File: config.mk
export PLATFORM = sky130hd
export DESIGN_NAME = frame_sched_timer
export DESIGN_NICKNAME = d
export VERILOG_FILES = /design/src/rtl/ftm_pkg.sv /design/src/rtl/ftm_prescaler.sv /design/src/rtl/ftm_downcnt.sv /design/src/rtl/ftm_compare.sv /design/src/rtl/frame_sched_timer.sv
export SDC_FILE = /design/constraint.sdc
export NUM_CORES = 1
export LEC_CHECK = 0
export ABC_CLOCK_PERIOD_IN_PS = 2300
export CAP_MARGIN = 15
export CORE_ASPECT_RATIO = 0.9
export CORE_MARGIN = 3
export CORE_UTILIZATION = 46
export DETAILED_ROUTE_END_ITERATION = 10
export PLACE_DENSITY_LB_ADDON = 0.25
export SYNTH_ARGS = -nofsm -noshare
export SYNTH_HDL_FRONTEND = slang
export SYNTH_SLANG_ARGS = --single-unit
File: constraint.sdc
create_clock -name clk -period 2.3 [get_ports clk]
set_clock_uncertainty 0.05 [all_clocks]
set_input_delay 0.345 -clock clk [delete_from_list [all_inputs] [get_ports clk]]
set_output_delay 0.345 -clock clk [all_outputs]
set_load 0.05 [all_outputs]
File: src/rtl/ftm_pkg.sv
package ftm_pkg;
   localparam int FLAG_LT = 0;
   localparam int FLAG_GE = 1;
   localparam int NFLAGS  = 2;
endpackage

File: src/rtl/ftm_prescaler.sv
module ftm_prescaler #(
   parameter int DIV = 100
) (
   input  logic clk,
   input  logic rst_n,
   input  logic clr,
   input  logic en,
   input  logic tick,
   output logic step
);
   generate
      if (DIV < 1) begin : g_bad_div
         $error("ftm_prescaler: DIV must be at least 1");
      end
      if (DIV == 1) begin : g_bypass
         assign step = en & tick & ~clr;
      end else begin : g_count
         localparam int PW = $clog2(DIV);
         localparam logic [PW-1:0] LAST = PW'(DIV - 1);
         logic [PW-1:0] pcnt;
         always_ff @(posedge clk) begin
            if (!rst_n)          pcnt <= '0;
            else if (clr)        pcnt <= '0;
            else if (en && tick) pcnt <= (pcnt == LAST) ? '0 : pcnt + 1'b1;
         end
         assign step = en & tick & ~clr & (pcnt == LAST);
         AST_PRE_RANGE: assert property (@(posedge clk) disable iff (!rst_n)
            pcnt <= LAST);
      end
   endgenerate
endmodule

File: src/rtl/ftm_downcnt.sv
module ftm_downcnt #(
   parameter int W = 16
) (
   input  logic         clk,
   input  logic         rst_n,
   input  logic         load,
   input  logic [W-1:0] load_val,
   input  logic         dec,
   output logic [W-1:0] cnt,
   output logic         nonzero,
   output logic         hits_zero
);
   generate
      if (W < 2) begin : g_bad_w
         $error("ftm_downcnt: W must be at least 2");
      end
   endgenerate

   localparam logic [W-1:0] ONE = W'(1);

   always_ff @(posedge clk) begin
      if (!rst_n)                  cnt <= '0;
      else if (load)               cnt <= load_val;
      else if (dec && cnt != '0)   cnt <= cnt - 1'b1;
   end

   assign nonzero   = (cnt != '0);
   assign hits_zero = dec & ~load & (cnt == ONE);

   AST_NO_WRAP: assert property (@(posedge clk) disable iff (!rst_n)
      (cnt == '0 && !load) |=> cnt == '0);
   AST_DEC_ONE: assert property (@(posedge clk) disable iff (!rst_n)
      (dec && !load && cnt != '0) |=> cnt == W'($past(cnt) - ONE));
endmodule

File: src/rtl/ftm_compare.sv
module ftm_compare
   import ftm_pkg::*;
#(
   parameter int W = 16
) (
   input  logic              clk,
   input  logic              rst_n,
   input  logic              cmp,
   input  logic [W-1:0]      cnt,
   input  logic [W-1:0]      ref_val,
   output logic [NFLAGS-1:0] flags
);
   logic [NFLAGS-1:0] nxt;
   always_comb begin
      nxt          = '0;
      nxt[FLAG_LT] = (cnt <  ref_val);
      nxt[FLAG_GE] = (cnt >= ref_val);
   end

   always_ff @(posedge clk) begin
      if (!rst_n)   flags <= '0;
      else if (cmp) flags <= nxt;
   end

   AST_FLAGS_ONEHOT: assert property (@(posedge clk) disable iff (!rst_n)
      $onehot0(flags));
   AST_FLAGS_HOLD: assert property (@(posedge clk) disable iff (!rst_n)
      !cmp |=> $stable(flags));
endmodule

File: src/rtl/frame_sched_timer.sv
module frame_sched_timer
   import ftm_pkg::*;
#(
   parameter int FT_W   = 16,
   parameter int FT_DIV = 100,
   parameter int DLY_W  = 16
) (
   input  logic             clk,
   input  logic             rst_n,
   input  logic             us_tick,
   input  logic             ft_load,
   input  logic [FT_W-1:0]  ft_load_val,
   input  logic             ft_start,
   input  logic             ft_wait,
   input  logic             ft_cmp,
   input  logic [FT_W-1:0]  ft_cmp_val,
   input  logic             eof_irq_en,
   input  logic             dly_load,
   input  logic [DLY_W-1:0] dly_val,
   output logic [FT_W-1:0]  ft_remain,
   output logic [1:0]       cmp_flags,
   output logic             ft_stall,
   output logic             eof_irq,
   output logic             dly_busy,
   output logic [DLY_W-1:0] dly_remain
);
   generate
      if (NFLAGS != 2) begin : g_bad_flags
         $error("frame_sched_timer: flag width mismatch");
      end
   endgenerate

   logic run_q, step, ft_nz, ft_hit, irq_q, dly_hit_unused;

   ftm_prescaler #(.DIV(FT_DIV)) i_pre (
      .clk(clk), .rst_n(rst_n), .clr(ft_start),
      .en(run_q), .tick(us_tick), .step(step));

   ftm_downcnt #(.W(FT_W)) i_frame (
      .clk(clk), .rst_n(rst_n), .load(ft_load), .load_val(ft_load_val),
      .dec(step), .cnt(ft_remain), .nonzero(ft_nz), .hits_zero(ft_hit));

   ftm_downcnt #(.W(DLY_W)) i_delay (
      .clk(clk), .rst_n(rst_n), .load(dly_load), .load_val(dly_val),
      .dec(us_tick), .cnt(dly_remain), .nonzero(dly_busy),
      .hits_zero(dly_hit_unused));

   ftm_compare #(.W(FT_W)) i_cmp (
      .clk(clk), .rst_n(rst_n), .cmp(ft_cmp), .cnt(ft_remain),
      .ref_val(ft_cmp_val), .flags(cmp_flags));

   always_ff @(posedge clk) begin
      if (!rst_n) begin
         run_q <= 1'b0;
         irq_q <= 1'b0;
      end else begin
         if (ft_load)       run_q <= ft_start;
         else if (ft_start) run_q <= 1'b1;
         else if (ft_hit)   run_q <= 1'b0;
         irq_q <= eof_irq_en & ft_hit;
      end
   end

   assign eof_irq  = irq_q;
   assign ft_stall = ft_wait & ft_nz;

   AST_IRQ_PULSE: assert property (@(posedge clk) disable iff (!rst_n)
      eof_irq |=> !eof_irq);
   AST_IRQ_AT_ZERO: assert property (@(posedge clk) disable iff (!rst_n)
      eof_irq |-> ft_remain == '0);
   AST_HOLD_STOPPED: assert property (@(posedge clk) disable iff (!rst_n)
      (!run_q && !ft_load) |=> $stable(ft_remain));
endmodule

## Word-level counts from Yosys, hierarchy flattened

Index checks and enable logic that the tools add are counted.

| storage, ports and cells | value |
|---|---|
| bits in registers | 43 |
| output and inout port bits | 37 |

| operators by class | value |
|---|---|
| order comparisons | 2 |
| equality and inequality tests | 2 |
| mux-type cells | 8 |
| reduce and logical (&&, ||, !) cells | 9 |
| add/sub/neg operators | 3 |
| bitwise operators | 10 |

Operators with widths:

| cell | count |
|---|---|
| 16-bit two-way mux | 4 |
| 16-bit nonzero test | 2 |
| 16-bit by 1-bit subtractor with 16-bit output (second input constant) | 2 |
| 16-bit by 1-bit == test with 1-bit output (second input constant) | 1 |
| 16-bit greater-or-equal comparator | 1 |
| 16-bit < comparator | 1 |
| 7-bit by 1-bit adder with 7-bit output (second input constant) | 1 |
| 1-bit bitwise AND | 7 |
| 7-bit == test (second input constant) | 1 |
| 7-bit two-way mux | 1 |
| 2-bit nonzero test | 2 |
| 1-bit logical AND | 3 |
| 1-bit two-way mux | 3 |
| 1-bit NOT | 3 |
| 3-bit nonzero test | 1 |
| 2-bit OR reduction | 1 |

## Longest topological paths before layout

Gate-level depths: netlist of the first run.

| depth | value |
|---|---|
| depth in word-level cells | 8 |
| gate-level depth with buffers | 7 |
| depth with buffers taken out | 7 |

## By module

Synthesis of the first run repeated with hierarchy kept, for this count alone.

| unflattened totals | value |
|---|---|
| cell total of the unflattened synthesis | 380 |
| area total of the unflattened synthesis | 3,178.0 sq um |

By module, submodules not included:

| module | sequential area each (sq um) | area an instance (sq um) | cells each | times used |
|---|---|---|---|---|
| ftm_downcnt | 320.3 | 1,134.8 | 135 | 2 |
| ftm_compare | 40.0 | 496.7 | 65 | 1 |
| ftm_prescaler | 140.1 | 339.1 | 39 | 1 |
| frame_sched_timer | 40.0 | 72.6 | 6 | 1 |

## Worst setup path after synthesis of the first run

Ideal clock, no wire load.

| path | value |
|---|---|
| kind | register to register |
| start | register i_delay.cnt[2] |
| end | register i_delay.cnt[3] |
| path buffers | 2 |
| cell stages (with the launch flop) | 8 |
| arrival time | 2.258 ns |
| path slack | -0.126 ns |
| cell sequence | dfxtp_1 or4_1 buf_2 or4_4 o2111ai_4 buf_6 o21ai_0 o2111a_1 |

| between the ends | value |
|---|---|
| longest elaborated chain between the ends | 3 |
| elaborated cells between the ends (all ways) | 6 |
| classes of those cells | 1 x add/sub; 2 x mux; 3 x reduce/logical |

Ends and longest elaborated chain:

| what | line | RTL |
|---|---|---|
| from (decl) | ftm_downcnt.sv:9 | `output logic [W-1:0] cnt,` |
| from (signal assigned) | ftm_downcnt.sv:23 | `else if (load) cnt <= load_val;` |
| from (signal assigned) | ftm_downcnt.sv:24 | `else if (dec && cnt != '0) cnt <= cnt - 1'b1;` |
| 16-bit by 1-bit subtractor with 16-bit output / 16-bit nonzero test (equally long branches) | ftm_downcnt.sv:24 |  |
| 16-bit two-way mux / 1-bit logical AND (equally long branches) | ftm_downcnt.sv:24 |  |
| 16-bit two-way mux / 2-bit nonzero test (equally long branches) | n/a |  |

Parallel ways exist; a longest one is shown, timed or not. The select of a mux whose other input is x is not followed.
A chain may end at the register's enable or synchronous reset.

## Final worst setup path of the first run

| path | value |
|---|---|
| start | register i_delay.cnt[3] |
| end | output port dly_busy |

| between the ends | value |
|---|---|
| longest elaborated chain between the ends | 1 |

Ends and longest elaborated chain:

| what | line | RTL |
|---|---|---|
| 16-bit nonzero test | ftm_downcnt.sv:27 | `assign nonzero = (cnt != '0);` |
| to (decl) | frame_sched_timer.sv:24 | `output logic dly_busy,` |

Every way passes these cells.

==> key figures, run 1 <==
Die
  • # rows: 26
  • Horiz. Die Dim: 88.5 um
  • Full die area: 7100 um^2
  • Initial Util: 0.487
  • Placeable Area: 5790 um^2
  • IO Count: 94
  • Die Height: 80.3 um

Detailed routing
  • DRT antenna net count: 0
  • Vias per inst: 5.86
  • DR top layer: met4
  • Total Wirelength: 8630 um
  • DRT Pass-1 Iters: 4
  • Average routed wire per standard cell: 16.5 um
  • DR WL met3: 622 um
  • DRT iter0 DRCs: 174
  • Residual DRC count: 0
  • Via count: 3064
  • Met2 WL: 4080 um
  • Met1 WL: 3730 um

Synthesis
  • Yosys warns: 0
  • Net Count, Synth: 416
  • Async S/R FF share, synth: 0
  • Avg Cell Area, Syn: 8.36 um^2
  • Synth top cells by count: dfxtp_1 (43), o21ai_0 (35), inv_1 (24)
  • Post-synth top area share: 0.305
  • Sequential area share after synthesis: 0.305
  • Synth Cell Area: 2820 um^2
  • Post-synth cell types: 56
  • Synth area leaders: dfxtp_1 (31%), ha_1 (9.8%), o21ai_0 (6.2%), inv_1 (3.2%), xnor2_1 (3.1%)
  • Cell taking the most area after synthesis: dfxtp_1
  • FF+latch count, synth: 43
  • Synth Instances: 337
  • Main flop type after synthesis: dfxtp_1
  • Post-synth EDFFs: 0
  • Most common cell in the netlist: dfxtp_1

Placed design
  • Placed Instance Area: 3910 um^2
  • HPWL Detailed: 6220 um
  • Routability-driven placement congestion ratio: 0.852
  • # port buffers: 93

Layout
  • Layout cell share with drive strength beyond 1: 0.141
  • ANT cells: 0
  • Fin area: 4130 um^2
  • Nets: 531
  • Area growth, synth to finish: 46.5%
  • Final core occ: 0.713

Power
  • Leak Pwr: 1.60 nW
  • Max IR drop VDD: 0.320 mV
  • P per Cell Area: 519 nW/um^2

STA
  • Slew HR: 0.624
  • Period utilization: 1.01
  • Final Critical Period: 2330 ps
  • RSZ-0062 raised after global routing: yes
  • Setup Viol. Count Final: 1
  • Final setup margin: -27.0 ps
  • Fin. Hold Viols: 0
  • Fin Setup TNS: -27.0 ps
  • Slew Limit Fails: 0
  • Tightest Pin Transition: 562 ps
  • Fmax: 430 MHz

Worst setup path
  • Worst Path Arrival: 1930 ps
  • Startpoint Class: register
  • Setup Crit Path Kind: reg2out
  • CP required: 1900 ps
  • Crit. End Element: output pin
  • Worst-path fanout max: 2

Global routing
  • Total Routing Usage GR: 0.237
  • Number of global-route vias before repair: 2793
  • Pin count of the biggest net entering global routing: 36
  • Global route overflow: 0
  • First-pass GRT wire length: 13300 um
  • Antenna violations before repair: 0

Clock tree
  • Number of clock buffers inserted by TritonCTS: 5
  • Clock transition at path regs: 90 ps
  • Clk root buf: clkbuf_8
  • Hold buffers post-CTS: 0
  • Skew-Pair Late Insertion Delay: 300 ps
  • CTS Buffer Depth: 2
  • CTS tree: yes
  • Htree depth: 2
  • # clock sinks: 43

Worst hold path
  • Worst Hold Class: reg2reg

Outcome
  • Status: complete, but fails checks
  • Failing checks: setup timing

Run
  • Max_cap viols: 0
==> stage by stage <==
step	setup slack, ps	power [mW]	hold WS (ps)	instances
6_report	-27.0	2.14	479	523
5_1_grt	-54.4	2.25	502	523
4_1_cts	-85.1	2.11	472	516
3_5_place_dp	29.0	1.56	461	504
3_3_place_gp	69.4	1.55	453	504
2_1_floorplan	10.1	1.28	419	337
==> power breakdown <==
part	switching [mW]	leakage [nW]	internal, mW
logic	0.408	1.19	0.331
registers	0.0673	0.357	0.792
clock network	0.271	0.0505	0.273
==> worst max-delay path: stages, from the launching register on <==
cell and delay [ps]:
dfxtp_2 330, or4_4 530, or4_4 470, nor2_4 120
inv_2 40, buf_6 140
==> layer usage <==
metal / track usage / vias up
li1: - / 1503
met1: 0.307 / 1420
met2: 0.395 / 125
met3: 0.0492 / 16
met4: 0.0650 / 0
met5: 0 / -
==> cells in the final DEF, fill, tap and decap left out, types with 2 or more instances in the layout <==
cell              n
clkdlybuf4s50_1  91
dfxtp_1          39
o21ai_0          35
buf_4            28
ha_1             22
inv_1            21
a21oi_1          17
nor2_1           16
nand2_1          14
a31oi_1          11
nor3_1           10
nand4_1          10
xnor2_1          10
or3_1             9
or4_1             9
xor2_1            9
nand3_1           9
o31ai_1           7
clkbuf_8          7
nor4_1            4
and4_1            4
o21a_1            4
nand4b_1          4
dfxtp_2           4
inv_2             3
or2_2             3
nor2b_1           3
a21boi_0          3
nand2b_1          3
buf_6             3
or4_4             2
a21o_1            2
a2111oi_0         2
o211a_1           2
nor4bb_1          2
and3_1            2
a311oi_1          2
==> registers in the layout, summed over array words and instances (netlist names) <==
register            flops
eof_irq                 1
i_cmp.flags             2
i_delay.cnt            16
i_frame.cnt            16
i_pre.g_count.pcnt      7
run_q                   1
==> logic make-up after synthesis <==
logic type | Yosys count | share of synthesized area
fa+ha+maj | 22 | 0.0976
simple gates | 115 | 0.247
xor+xnor | 19 | 0.0590
mux | 2 | 0.00755
buf+inv | 39 | 0.0577
flops | 43 | 0.305
compound gates | 97 | 0.225
==> cell type report <==
cell class                      instances  area, um^2
Clock buffer                            7        96.3
Clock inverter                          1        7.51
Fill cell                             461        1660
Inverter                               24        90.1
Multi-Input combinational cell        256        1830
Sequential cell                        43         866
Tap cell                               70        87.6
Timing Repair Buffer                  122        1150
==> path summary, 6_finish.rpt <==
| check | from | endpoint | slack, ps | cells after the start |
|---|---|---|---|---|
| worst min register to register | i_cmp.flags[1] | i_cmp.flags[1] | 480 | 2 |
| worst max-delay path | i_delay.cnt[3] | dly_busy | -30 | 5 |
| worst min-delay path | i_cmp.flags[1] | i_cmp.flags[1] | 480 | 2 |
| worst max register to register | i_delay.cnt[3] | i_delay.cnt[3] | 30 | 7 |
==> timing repair <==
| item | in CTS | in global routing |
|---|---|---|
| setup endpoints to repair | 2 | 11 |
| resized for setup | 4 | 6 |
| cloned | 0 | 1 |
| buffers inserted | 4 | 6 |
| pin swaps | 4 | 2 |
No activity file was read; power rests on OpenSTA's default activity.
==> run 2: changes to the inputs <==
--- a/config.mk
+++ b/config.mk
@@ -10,7 +10,9 @@
 export CORE_ASPECT_RATIO = 0.9
 export CORE_MARGIN = 3
 export CORE_UTILIZATION = 46
+export CTS_BUF_LIST = sky130_fd_sc_hd__clkbuf_4 sky130_fd_sc_hd__clkbuf_8 sky130_fd_sc_hd__clkbuf_16
 export DETAILED_ROUTE_END_ITERATION = 10
+export HOLD_SLACK_MARGIN = 0.08
 export PLACE_DENSITY_LB_ADDON = 0.25
 export SYNTH_ARGS = -nofsm -noshare
 export SYNTH_HDL_FRONTEND = slang
==> results of run 2 <==
The final DEF is identical to that of run 1; final timing and power are the same.
